File: src/rtl/gts_pkg.sv
package gts_pkg;
   localparam int NS_W   = 30;
   localparam int SOD_W  = 18;
   localparam int FRAC_W = 32;
   localparam int TS_W   = NS_W + SOD_W;
   localparam int ACC_W  = NS_W + FRAC_W;
   localparam int OFF_W  = 32;
   localparam int SOD_PER_DAY = 86400;
   localparam logic [63:0] NS_PER_S = 64'd1_000_000_000;
   localparam logic [ACC_W-1:0] ACC_WRAP = ACC_W'(NS_PER_S << FRAC_W);
   localparam logic [NS_W-1:0]  NS_HALF  = NS_W'(500_000_000);

   typedef logic [NS_W-1:0]  ns_t;
   typedef logic [SOD_W-1:0] sod_t;
   typedef logic [ACC_W-1:0] acc_t;
endpackage

File: src/rtl/gts_pps_gate.sv
module gts_pps_gate #(
   parameter int CNT_W = 27,
   parameter int LO    = 63_936_000,
   parameter int HI    = 64_064_000
) (
   input  logic             clk_i,
   input  logic             rst_ni,
   input  logic             pps_i,
   output logic             accept_o,
   output logic             measure_o,
   output logic [CNT_W-1:0] period_o
);
   logic [2:0]       sync_q;
   logic [CNT_W-1:0] cnt_q;
   logic             ref_q;
   logic             rise_w, in_win_w;

   assign rise_w    = sync_q[1] & ~sync_q[2];
   assign in_win_w  = (cnt_q >= CNT_W'(LO)) && (cnt_q <= CNT_W'(HI));
   assign accept_o  = rise_w && (!ref_q || in_win_w);
   assign measure_o = accept_o && ref_q;
   assign period_o  = cnt_q;

   always_ff @(posedge clk_i or negedge rst_ni) begin
      if (!rst_ni) begin
         sync_q <= '0;
         cnt_q  <= '0;
         ref_q  <= 1'b0;
      end else begin
         sync_q <= {sync_q[1:0], pps_i};
         if (accept_o) begin
            cnt_q <= CNT_W'(1);
            ref_q <= 1'b1;
         end else begin
            if (cnt_q != '1) cnt_q <= cnt_q + 1'b1;
            if (cnt_q > CNT_W'(HI)) ref_q <= 1'b0;
         end
      end
   end

   // a measured period always lies inside the window
   p_window_r4: assert property (@(posedge clk_i) disable iff (!rst_ni)
      measure_o |-> (period_o >= CNT_W'(LO) && period_o <= CNT_W'(HI)));
   // an overlong gap drops the reference
   p_ref_drop_r11: assert property (@(posedge clk_i) disable iff (!rst_ni)
      (!accept_o && cnt_q > CNT_W'(HI)) |=> !measure_o);
endmodule

File: src/rtl/gts_step_div.sv
module gts_step_div #(
   parameter int              DEN_W = 27,
   parameter int              Q_W   = 62,
   parameter logic [Q_W-1:0]  NUM   = '1,
   parameter logic [Q_W-1:0]  INIT  = '1
) (
   input  logic             clk_i,
   input  logic             rst_ni,
   input  logic             start_i,
   input  logic [DEN_W-1:0] den_i,
   output logic             busy_o,
   output logic [Q_W-1:0]   step_o
);
   localparam int IDX_W = $clog2(Q_W);

   logic [DEN_W-1:0] den_q, rem_q, rem_nx;
   logic [Q_W-1:0]   quo_q, quo_nx;
   logic [IDX_W-1:0] idx_q;
   logic [DEN_W:0]   trial_w;
   logic             ge_w;

   assign trial_w = {rem_q, NUM[idx_q]};
   assign ge_w    = trial_w >= {1'b0, den_q};
   assign rem_nx  = ge_w ? DEN_W'(trial_w - {1'b0, den_q}) : DEN_W'(trial_w);
   assign quo_nx  = {quo_q[Q_W-2:0], ge_w};

   always_ff @(posedge clk_i or negedge rst_ni) begin
      if (!rst_ni) begin
         den_q  <= '0;
         rem_q  <= '0;
         quo_q  <= '0;
         idx_q  <= '0;
         busy_o <= 1'b0;
         step_o <= INIT;
      end else if (start_i) begin
         den_q  <= den_i;
         rem_q  <= '0;
         quo_q  <= '0;
         idx_q  <= IDX_W'(Q_W-1);
         busy_o <= 1'b1;
      end else if (busy_o) begin
         rem_q <= rem_nx;
         quo_q <= quo_nx;
         if (idx_q == '0) begin
            busy_o <= 1'b0;
            step_o <= quo_nx;
         end else begin
            idx_q <= idx_q - 1'b1;
         end
      end
   end

   // a new measurement never lands on a running division
   p_no_restart_r3: assert property (@(posedge clk_i) disable iff (!rst_ni)
      start_i |-> !busy_o);
   // the step only changes as a division finishes
   p_step_on_done_r3: assert property (@(posedge clk_i) disable iff (!rst_ni)
      !busy_o |=> $stable(step_o));
endmodule

File: src/rtl/gts_ns_core.sv
module gts_ns_core
   import gts_pkg::*;
(
   input  logic              clk_i,
   input  logic              rst_ni,
   input  logic              accept_i,
   input  acc_t              step_i,
   input  logic              tod_valid_i,
   input  sod_t              tod_sec_i,
   output ns_t               ns_o,
   output sod_t              sec_o,
   output logic [OFF_W-1:0]  lock_off_o
);
   acc_t             acc_q, acc_nx;
   logic [ACC_W:0]   sum_w;
   logic             wrap_w, late_w;
   sod_t             sec_q, sec_inc_w, pend_q;
   logic             pend_v_q;
   logic [OFF_W-1:0] off_nx;

   assign ns_o      = acc_q[ACC_W-1:FRAC_W];
   assign sec_o     = sec_q;
   assign sum_w     = {1'b0, acc_q} + {1'b0, step_i};
   assign wrap_w    = sum_w >= {1'b0, ACC_WRAP};
   assign acc_nx    = wrap_w ? ACC_W'(sum_w - {1'b0, ACC_WRAP}) : ACC_W'(sum_w);
   assign late_w    = ns_o >= NS_HALF;
   assign sec_inc_w = (sec_q == SOD_W'(SOD_PER_DAY-1)) ? '0 : sec_q + 1'b1;
   assign off_nx    = late_w ? (OFF_W'(ns_o) - OFF_W'(NS_PER_S)) : OFF_W'(ns_o);

   always_ff @(posedge clk_i or negedge rst_ni) begin
      if (!rst_ni) begin
         acc_q      <= '0;
         sec_q      <= '0;
         pend_q     <= '0;
         pend_v_q   <= 1'b0;
         lock_off_o <= '0;
      end else begin
         if (accept_i) begin
            acc_q      <= '0;
            lock_off_o <= off_nx;
            pend_v_q   <= 1'b0;
            if (pend_v_q)    sec_q <= pend_q;
            else if (late_w) sec_q <= sec_inc_w;
         end else begin
            acc_q <= acc_nx;
            if (wrap_w) sec_q <= sec_inc_w;
         end
         if (tod_valid_i && tod_sec_i < SOD_W'(SOD_PER_DAY)) begin
            pend_q   <= tod_sec_i;
            pend_v_q <= 1'b1;
         end
      end
   end

   // an accepted edge restarts the second at zero
   p_ns_zero_r5: assert property (@(posedge clk_i) disable iff (!rst_ni)
      accept_i |=> (acc_q == '0));
   // the nanosecond field never reaches one billion
   p_ns_range_r6: assert property (@(posedge clk_i) disable iff (!rst_ni)
      acc_q < ACC_WRAP);
   // the second of day stays inside the day
   p_sec_range_r7: assert property (@(posedge clk_i) disable iff (!rst_ni)
      sec_q < SOD_W'(SOD_PER_DAY));
   // the offset only moves on an accepted edge
   p_off_hold_r10: assert property (@(posedge clk_i) disable iff (!rst_ni)
      !accept_i |=> $stable(lock_off_o));
endmodule

File: src/rtl/gts_legacy.sv
module gts_legacy #(
   parameter int CLK_HZ = 64_000_000,
   parameter int LEG_HZ = 12_000_000,
   parameter int W      = 48
) (
   input  logic         clk_i,
   input  logic         rst_ni,
   output logic [W-1:0] cnt_o
);
   localparam int PH_W = $clog2(CLK_HZ + LEG_HZ) + 1;

   if (LEG_HZ == CLK_HZ) begin : g_direct
      always_ff @(posedge clk_i or negedge rst_ni) begin
         if (!rst_ni) cnt_o <= '0;
         else         cnt_o <= cnt_o + 1'b1;
      end
   end else begin : g_frac
      logic [PH_W-1:0] ph_q, ph_sum_w;
      logic            carry_w;
      assign ph_sum_w = ph_q + PH_W'(LEG_HZ);
      assign carry_w  = ph_sum_w >= PH_W'(CLK_HZ);
      always_ff @(posedge clk_i or negedge rst_ni) begin
         if (!rst_ni) begin
            ph_q  <= '0;
            cnt_o <= '0;
         end else begin
            ph_q <= carry_w ? ph_sum_w - PH_W'(CLK_HZ) : ph_sum_w;
            if (carry_w) cnt_o <= cnt_o + 1'b1;
         end
      end
   end

   // the legacy count moves by at most one per clock
   p_leg_step_r8: assert property (@(posedge clk_i) disable iff (!rst_ni)
      ##1 ((cnt_o - $past(cnt_o)) <= W'(1)));
endmodule

File: src/rtl/gps_time_stamper.sv
module gps_time_stamper
   import gts_pkg::*;
#(
   parameter int CLK_HZ  = 64_000_000,
   parameter int LEG_HZ  = 12_000_000,
   parameter int TOL_DIV = 1000
) (
   input  logic              clk_i,
   input  logic              rst_ni,
   input  logic              pps_i,
   input  logic              gps_mode_i,
   input  logic              tod_valid_i,
   input  logic [SOD_W-1:0]  tod_sec_i,
   input  logic              frame_end_i,
   output logic [TS_W-1:0]   ts_o,
   output logic [TS_W-1:0]   stamp_o,
   output logic              stamp_vld_o,
   output logic [OFF_W-1:0]  lock_off_o
);
   localparam int   TOL       = CLK_HZ / TOL_DIV;
   localparam int   WIN_LO    = CLK_HZ - TOL;
   localparam int   WIN_HI    = CLK_HZ + TOL;
   localparam int   CNT_W     = $clog2(WIN_HI + 2) + 1;
   localparam acc_t INIT_STEP = ACC_WRAP / ACC_W'(CLK_HZ);

   if (CLK_HZ < 1000)                   begin : g_bad_clk $error("CLK_HZ too small"); end
   if (LEG_HZ < 1 || LEG_HZ > CLK_HZ)   begin : g_bad_leg $error("LEG_HZ out of range"); end
   if (TOL < 1)                         begin : g_bad_tol $error("TOL_DIV too large"); end

   logic             accept_w, measure_w, busy_w;
   logic [CNT_W-1:0] period_w;
   acc_t             step_w;
   ns_t              ns_w;
   sod_t             sec_w;
   logic [TS_W-1:0]  leg_w;

   gts_pps_gate #(.CNT_W(CNT_W), .LO(WIN_LO), .HI(WIN_HI)) u_gate (
      .clk_i, .rst_ni, .pps_i,
      .accept_o(accept_w), .measure_o(measure_w), .period_o(period_w));

   gts_step_div #(.DEN_W(CNT_W), .Q_W(ACC_W), .NUM(ACC_WRAP), .INIT(INIT_STEP)) u_div (
      .clk_i, .rst_ni, .start_i(measure_w), .den_i(period_w),
      .busy_o(busy_w), .step_o(step_w));

   gts_ns_core u_core (
      .clk_i, .rst_ni, .accept_i(accept_w), .step_i(step_w),
      .tod_valid_i, .tod_sec_i, .ns_o(ns_w), .sec_o(sec_w), .lock_off_o);

   gts_legacy #(.CLK_HZ(CLK_HZ), .LEG_HZ(LEG_HZ), .W(TS_W)) u_leg (
      .clk_i, .rst_ni, .cnt_o(leg_w));

   assign ts_o = gps_mode_i ? {sec_w, ns_w} : leg_w;

   always_ff @(posedge clk_i or negedge rst_ni) begin
      if (!rst_ni) begin
         stamp_o     <= '0;
         stamp_vld_o <= 1'b0;
      end else begin
         stamp_vld_o <= frame_end_i;
         if (frame_end_i) stamp_o <= ts_o;
      end
   end

   // a frame end yields one capture of the value current at the strobe
   p_capture_r9: assert property (@(posedge clk_i) disable iff (!rst_ni)
      frame_end_i |=> (stamp_vld_o && stamp_o == $past(ts_o)));
   p_no_capture_r9: assert property (@(posedge clk_i) disable iff (!rst_ni)
      !frame_end_i |=> (!stamp_vld_o && $stable(stamp_o)));
   // a period measurement arrives only when the divider is idle
   p_measure_idle_r3: assert property (@(posedge clk_i) disable iff (!rst_ni)
      measure_w |-> !busy_w);
endmodule

File: config.mk
export PLATFORM = sky130hd
export DESIGN_NAME = gps_time_stamper
export DESIGN_NICKNAME = d
export VERILOG_FILES = /design/src/rtl/gts_pkg.sv /design/src/rtl/gts_pps_gate.sv /design/src/rtl/gts_step_div.sv /design/src/rtl/gts_ns_core.sv /design/src/rtl/gts_legacy.sv /design/src/rtl/gps_time_stamper.sv
export SDC_FILE = /design/constraint.sdc
export NUM_CORES = 1
export LEC_CHECK = 0
export ABC_AREA = 1
export ABC_CLOCK_PERIOD_IN_PS = 7400
export BUFFER_PORTS_ARGS = -buffer_cell sky130_fd_sc_hd__buf_4
export CELL_PAD_IN_SITES_DETAIL_PLACEMENT = 1
export CELL_PAD_IN_SITES_GLOBAL_PLACEMENT = 1
export CORE_AREA = 8 8 323 325
export CTS_BUF_LIST = sky130_fd_sc_hd__clkbuf_8
export DETAILED_ROUTE_END_ITERATION = 6
export DIE_AREA = 0 0 331 333
export PLACE_DENSITY_LB_ADDON = 0.12
export SLEW_MARGIN = 10
export SYNTH_ARGS = -nofsm -noshare
export SYNTH_HDL_FRONTEND = slang
export SYNTH_SLANG_ARGS = --single-unit
File: constraint.sdc
create_clock -name clk_i -period 7.4 [get_ports clk_i]
set_clock_uncertainty 0.1 [all_clocks]
set_input_delay 1.11 -clock clk_i [delete_from_list [all_inputs] [get_ports clk_i]]
set_output_delay 1.11 -clock clk_i [all_outputs]
set_load 0.02 [all_outputs]
==> results.cfg, run 1 <==
[cts]
cts_setup_buffers = 0
cts.root.buffer_cell = clkbuf_8
cts_made_buffers = 92
cts.sinks = 462
cts_max_level = 3
clk_pin_slew_worst_paths_ps = 60
cts_tree = done
cts_hold_buf = 0
clk-insertion-delay-late_ps = 740
cts.path.max_buffers = 3
cts.repair.resized = 0

[global_route]
grt_pass1_wl_um = 166800
grt_pass1_vias = 28160
grt-ovfl-total = 0
grt_max_degree = 156
antenna_found_initial = 2
grt_usage = 0.1917

[job]
drv_cap = 0

[sta]
drv_slew = 0
max_freq_mhz = 211.6
setup_viol = 0
timing.final.crit_period_ps = 4727
setup-tns-final_ps = 0
tightest_slew_ps = 1106
period_share = 0.6387
relSlewSlack = 0.2552
rsz0062_at_grt = false
hold_violations = 0

[layout]
final_common_cell = nand2_1
n_fill_cell = 12580
area_delta_synth_final_pct = 14.47
final_cell_mix = 1379 x nand2_1, 638 x inv_1, 456 x dfrtp_1
seqCellArea_um2 = 11570
fin_nets = 4464
drive_gt1_frac = 0.1166
multi_input_area_um2 = 15030

[yosys]
syn_avg_cell_area_um2 = 7.055
synthCells = 4178
synth_edf_count = 0
synth_seq_area_share = 0.3925
netlist_area_um2 = 29480
yosys_warnings = 0
synthArstFlopShare = 1.000
ys_types = 56
synth_seq_cells = 462
syn-num-nets = 4305
synth_ff_type = dfrtp_1

[floorplanning]
fp.dieH_um = 333
core_area_um2 = 99280
placementRows = 116
ioPinCount = 153
initial_core_util = 0.2969
die-area_um2 = 110200
die_w_um = 331

[route]
first_pass_iters = 5
wl_um = 106200
drt.antenna.violating_nets = 0
vias = 26930
drc = 0
drt_iter0_markers = 1525
drt-wirelength-per-cell_um = 18.62
viasPerCell = 4.720

[critical_path]
worstPathArrival_ps = 5220
path_max_fanout = 48
crit_type = flop to flop
crit_path_end_kind = flop
start_kind = flop
required_ps = 7890

[pwr]
power.density_nw_per_um2 = 241.5
p_int_w = 0.005099
p_leak_nw = 17.03
total_power_w = 0.008149
power_switching_share = 0.3744
p_sw_w = 0.003051
ir_worst_vdd_mv = 0.2326
seq_power_share = 0.378
pwr-share-clk = 0.320
power_frac_comb = 0.302

[placed_design]
dp.final_hpwl_um = 82580
io_buffers = 152
place.gp.congestion = 0.8781

[worst_hold_path]
min_path_type = primary input to asynchronous set/reset pin

[status]
status = finished clean
-- layout make-up --
cell class | instances | area share
antenna | 1 | 0.00007416
clock buffer | 112 | 0.04569
clock inverter | 52 | 0.007861
inverter | 643 | 0.07153
multi-input combinational | 2970 | 0.4455
sequential | 462 | 0.3429
tap | 1298 | 0.04813
timing repair buffer | 168 | 0.03834
-- stage by stage --
| step | instances | hold WS (ps) | utilization | area [µm²] | setup slack, ps |
|---|---|---|---|---|---|
| 2_1_floorplan | 4178 | 231.2 | - | 29480 | 3700 |
| 3_3_place_gp | 5541 | 343.8 | 0.3217 | 31930 | 2824 |
| 3_5_place_dp | 5541 | 350.8 | 0.3217 | 31930 | 2644 |
| 4_1_cts | 5705 | 261.4 | 0.3398 | 33740 | 2614 |
| 5_1_grt | 5706 | 321.8 | 0.3399 | 33740 | 2193 |
| 6_report | 5706 | 316.4 | 0.3399 | 33740 | 2673 |
-- power groups by stage --
stage | combinational, W | sequential (W) | clock [W]
2_1_floorplan | 0.00178 | 0.00305 | 0
3_3_place_gp | 0.00247 | 0.00312 | 0
3_5_place_dp | 0.00249 | 0.00312 | 0
4_1_cts | 0.00251 | 0.00308 | 0.00274
5_1_grt | 0.00282 | 0.00312 | 0.00284
6_report | 0.00246 | 0.00308 | 0.00261
-- flip-flops by register name, indices dropped and copies added (netlist names) --
signal and count:
stamp_o 48, stamp_vld_o 1, u_core.acc_q 62, u_core.lock_off_o 31
u_core.pend_q 18, u_core.pend_v_q 1, u_core.sec_o 18, u_div.busy_o 1
u_div.den_q 27, u_div.idx_q 6, u_div.quo_q 61, u_div.rem_q 27
u_div.step_o 62, u_gate.period_o 27, u_gate.ref_q 1, u_gate.sync_q 3
u_leg.cnt_o 48, u_leg.g_frac.ph_q 20
-- worst paths after layout --
path | slack, ps | startpoint | end | depth (start not counted)
min in group clk_i | 360 | u_div.den_q[23]$_DFFE_PN0P_ | u_div.den_q[23]$_DFFE_PN0P_ | 2
max in group asynchronous | 5470 | rst_ni | stamp_o[30]$_DFFE_PN0P_ | 2
worst min-delay path | 320 | rst_ni | u_div.quo_q[6]$_DFFE_PN0P_ | 1
worst max-delay path | 2670 | u_div.idx_q[0]$_DFFE_PN0P_ | u_div.rem_q[6]$_DFFE_PN0P_ | 22
worst max register to register | 2670 | u_div.idx_q[0]$_DFFE_PN0P_ | u_div.rem_q[6]$_DFFE_PN0P_ | 22
worst min register to register | 360 | u_div.den_q[23]$_DFFE_PN0P_ | u_div.den_q[23]$_DFFE_PN0P_ | 2
-- metal layers --
metal | global-route usage | up-vias | wire [µm]
met4 | 0.04880 | 0 | 2304
li1 | - | 13490 | -
met3 | 0.02469 | 144 | 3371
met2 | 0.3004 | 324 | 46830
met5 | 0 | - | 0
met1 | 0.2771 | 12980 | 53710
-- critical path, stage by stage, from the launching register on --
cell	delay [ps]
dfrtp_1	370
inv_1	140
ha_1	270
nand2_1	70
o21ai_0	70
nand2_1	60
a21oi_1	60
nor3_1	240
inv_1	80
ha_1	210
fa_1	400
o21a_1	220
o21ai_0	260
nand2_1	90
nand2_1	160
a21oi_1	140
o21ai_0	300
nand4_1	130
nand3_1	90
buf_4	400
inv_1	360
o21ai_0	250
o21ai_0	90
-- synth_stat cells, types with 12 or more instances --
master,n,area (µm²)
nor4_1,27,168.9
nor2_1,300,1126
o22ai_1,64,400.4
nor3_1,61,305.3
inv_2,31,116.4
o21a_1,12,90.09
xnor2_1,31,271.5
a21oi_1,141,705.7
nand2_1,1380,5180
ha_1,101,1264
nand2_2,42,262.8
xor2_1,105,919.6
nand4_1,43,269.0
nand3_1,164,820.8
inv_1,609,2286
mux2_2,48,540.5
o21ai_1,13,65.06
dfrtp_1,456,11410
clkbuf_1,70,262.8
nor2_2,38,237.7
buf_2,12,60.06
o21ai_0,295,1476
nand3b_1,20,150.1
-- logic make-up (layout without fill, tap and decap cells) --
family | count (synthesis) | count (layout) | share of synthesized area
AND/OR/NAND/NOR | 2118 | 2118 | 0.3028
buffers and inverters | 746 | 975 | 0.09823
AO/OA/AOI/OAI | 565 | 565 | 0.1035
flip-flops | 462 | 462 | 0.3925
XOR/XNOR | 136 | 136 | 0.04041
adder cells (fa/ha/maj) | 103 | 103 | 0.04423
multiplexers | 48 | 48 | 0.01834
other | 0 | 1 | 0
Power figures use the tool's default switching activity.
==> run 2: changes to the inputs <==
--- a/config.mk
+++ b/config.mk
@@ -6,7 +6,7 @@
 export NUM_CORES = 1
 export LEC_CHECK = 0
 export ABC_AREA = 1
-export ABC_CLOCK_PERIOD_IN_PS = 7400
+export ABC_CLOCK_PERIOD_IN_PS = 3900
 export BUFFER_PORTS_ARGS = -buffer_cell sky130_fd_sc_hd__buf_4
 export CELL_PAD_IN_SITES_DETAIL_PLACEMENT = 1
 export CELL_PAD_IN_SITES_GLOBAL_PLACEMENT = 1
==> constraint.sdc (replaced) <==
create_clock -name clk_i -period 3.9 [get_ports clk_i]
set_clock_uncertainty 0.1 [all_clocks]
set_input_delay 0.585 -clock clk_i [delete_from_list [all_inputs] [get_ports clk_i]]
set_output_delay 0.585 -clock clk_i [all_outputs]
set_load 0.02 [all_outputs]
==> results.cfg, run 2 (synthesis results as in run 1) <==
[critical_path]
path_max_fanout = 16
required_ps = 4380
worstPathArrival_ps = 4100
slowest_delay_ps = 460
slowest_stage = dfrtp_1
crit_type = flop to flop
crit_path_end_kind = flop
crit_chain = ha_2, nand2_2, nor2_4, inv_2, nor2_1, nand2_1, nor2_1, nand2_1, nand3_2, nand2_2, nand2_2, nand2_2, nor2_1, nand2_1, nor2_1, nor2_4, nand3_4, buf_6, nand3_1, nand2_1, nor2_1
start_kind = flop
cpMostUsedCell = nor2_1
r2r_slack_ps = 280

[sta]
period_share = 0.9275
relSlewSlack = 0.5081
timing.final.crit_period_ps = 3617
setup_viol = 0
max_freq_mhz = 276.5
drv_slew = 0
hold_violations = 0
setup-tns-final_ps = 0
whs_ps = 107.5
tightest_slew_ps = 732.9

[route]
wl_met2_um = 47170
drt-wirelength-per-cell_um = 18.27
drc = 0
drt.antenna.violating_nets = 0
drt_iter0_markers = 1417
highest_layer = met5
first_pass_iters = 5
viasPerCell = 4.697
vias = 27200
met3_length_um = 3384
wl_um = 105800
wl_met1_um = 53360

[pwr]
p_sw_w = 0.005829
pwr-share-clk = 0.310
total_power_w = 0.01581
power_switching_share = 0.3687
seq_power_share = 0.370
ir_worst_vdd_mv = 0.3795
power_frac_comb = 0.320
power.density_nw_per_um2 = 454.4
p_leak_nw = 17.52
p_int_w = 0.009982

[floorplanning]
initial_core_util = 0.2969
die_w_um = 331
core_area_um2 = 99280
fp.dieH_um = 333
ioPinCount = 153
placementRows = 116
die-area_um2 = 110200

[global_route]
grt-ovfl-total = 0
grt_usage = 0.1912
grt_pass1_wl_um = 166800
grt_max_degree = 125
antenna_found_initial = 3
grt_pass1_vias = 28590

[layout]
final_common_cell = nand2_1
n_fill_cell = 12430
instances_no_fill = 5791
final_cell_mix = 1367 x nand2_1, 638 x inv_1, 454 x dfrtp_1
fin_nets = 4550
postLayoutCellArea_um2 = 34790
reg_top3 = u_core.acc_q x62, u_div.step_o x62, u_div.quo_q x61
area_delta_synth_final_pct = 18.04
drive_gt1_frac = 0.1401

[placed_design]
io_buffers = 152
place_inst = 5609
place_area_um2 = 32600
place.gp.congestion = 0.8712
dp.final_hpwl_um = 83450

[cts]
cts_max_level = 3
clk_pin_slew_worst_paths_ps = 60
cts_made_buffers = 90
clk-insertion-delay-late_ps = 730
cts.root.buffer_cell = clkbuf_8
cts.path.max_buffers = 3
cts_tree = done
cts.sinks = 462

[status]
status = finished clean

[job]
drv_cap = 0

[worst_hold_path]
min_path_type = primary input to flop
-- run 2: cell count changes in the layout (fill, tap and decap cells not counted), moves of 10 or more --
cell,change
nand2_2,+12
buf_12,+13
buf_4,+60
dlygate4sd3_1,+14
ha_1,-10
nand2_1,-12
clkinv_2,-10
-- run 2: worst max-delay path, delay by kind of cell (launching register included) --
family / cells / cell delay, ps
flip-flops: 1 / 460
adder cells (fa/ha/maj): 1 / 460
AND/OR/NAND/NOR: 18 / 2220
buffers and inverters: 2 / 260
-- run 2: metrics by stage --
step	utilization	worst slack, ps
CTS	0.3483	31.91
global route	0.3504	-7.038
floorplan	-	200.2
global placement	0.3284	-18.53
detailed placement	0.3284	-146.9
finish	0.3505	282.9
-- run 2: power by group through the flow --
stage | Clock, W | Sequential (W) | Combinational [W]
5_1_grt | 0.00532 | 0.00593 | 0.00575
6_report | 0.00490 | 0.00584 | 0.00507
3_3_place_gp | 0 | 0.00592 | 0.00495
3_5_place_dp | 0 | 0.00592 | 0.00498
4_1_cts | 0.00514 | 0.00585 | 0.00505
2_1_floorplan | 0 | 0.00579 | 0.00337
-- run 2: worst paths after layout --
check | cells past startpoint | to | startpoint
worst min register to register | 0 | u_gate.sync_q[1]$_DFF_PN0_ | u_gate.sync_q[0]$_DFF_PN0_
worst max-delay path | 21 | u_core.acc_q[59]$_DFF_PN0_ | u_div.step_o[46]$_DFFE_PN0P_
worst min-delay path | 3 | u_core.pend_q[14]$_DFFE_PN0P_ | tod_sec_i[14]
worst max register to register | 21 | u_core.acc_q[59]$_DFF_PN0_ | u_div.step_o[46]$_DFFE_PN0P_
max in group asynchronous | 4 | u_core.pend_q[6]$_DFFE_PN0P_ | rst_ni
min in group asynchronous | 2 | u_div.quo_q[4]$_DFFE_PN0P_ | rst_ni
-- run 2: final cells by class --
cell class              count  area [µm²]  share of cell area
multi-input cells        2970       15210              0.4371
flip-flops and latches    462       11570              0.3326
inverters                 643        2417             0.06948
repair buffers            256        2156             0.06196
well taps                1298        1624             0.04668
clock buffers             117        1610             0.04628
clock inverters            43       200.2            0.005754
diodes                      2       5.005           0.0001438
-- run 2: metal layers --
layer  vias up  GRT usage
li1      13690          -
met1     13110     0.2767
met2       287     0.3026
met3       112    0.02498
met4         2    0.04139
met5         -          0
-- run 2: repair_timing --
item                                   4_1_cts  5_1_grt
endpoints found under the hold margin       72        0
setup endpoints to repair                   29       68
resized for setup                            4       60
pin swaps                                    0        4
hold buffers                                14        0
buffers inserted                             2        4
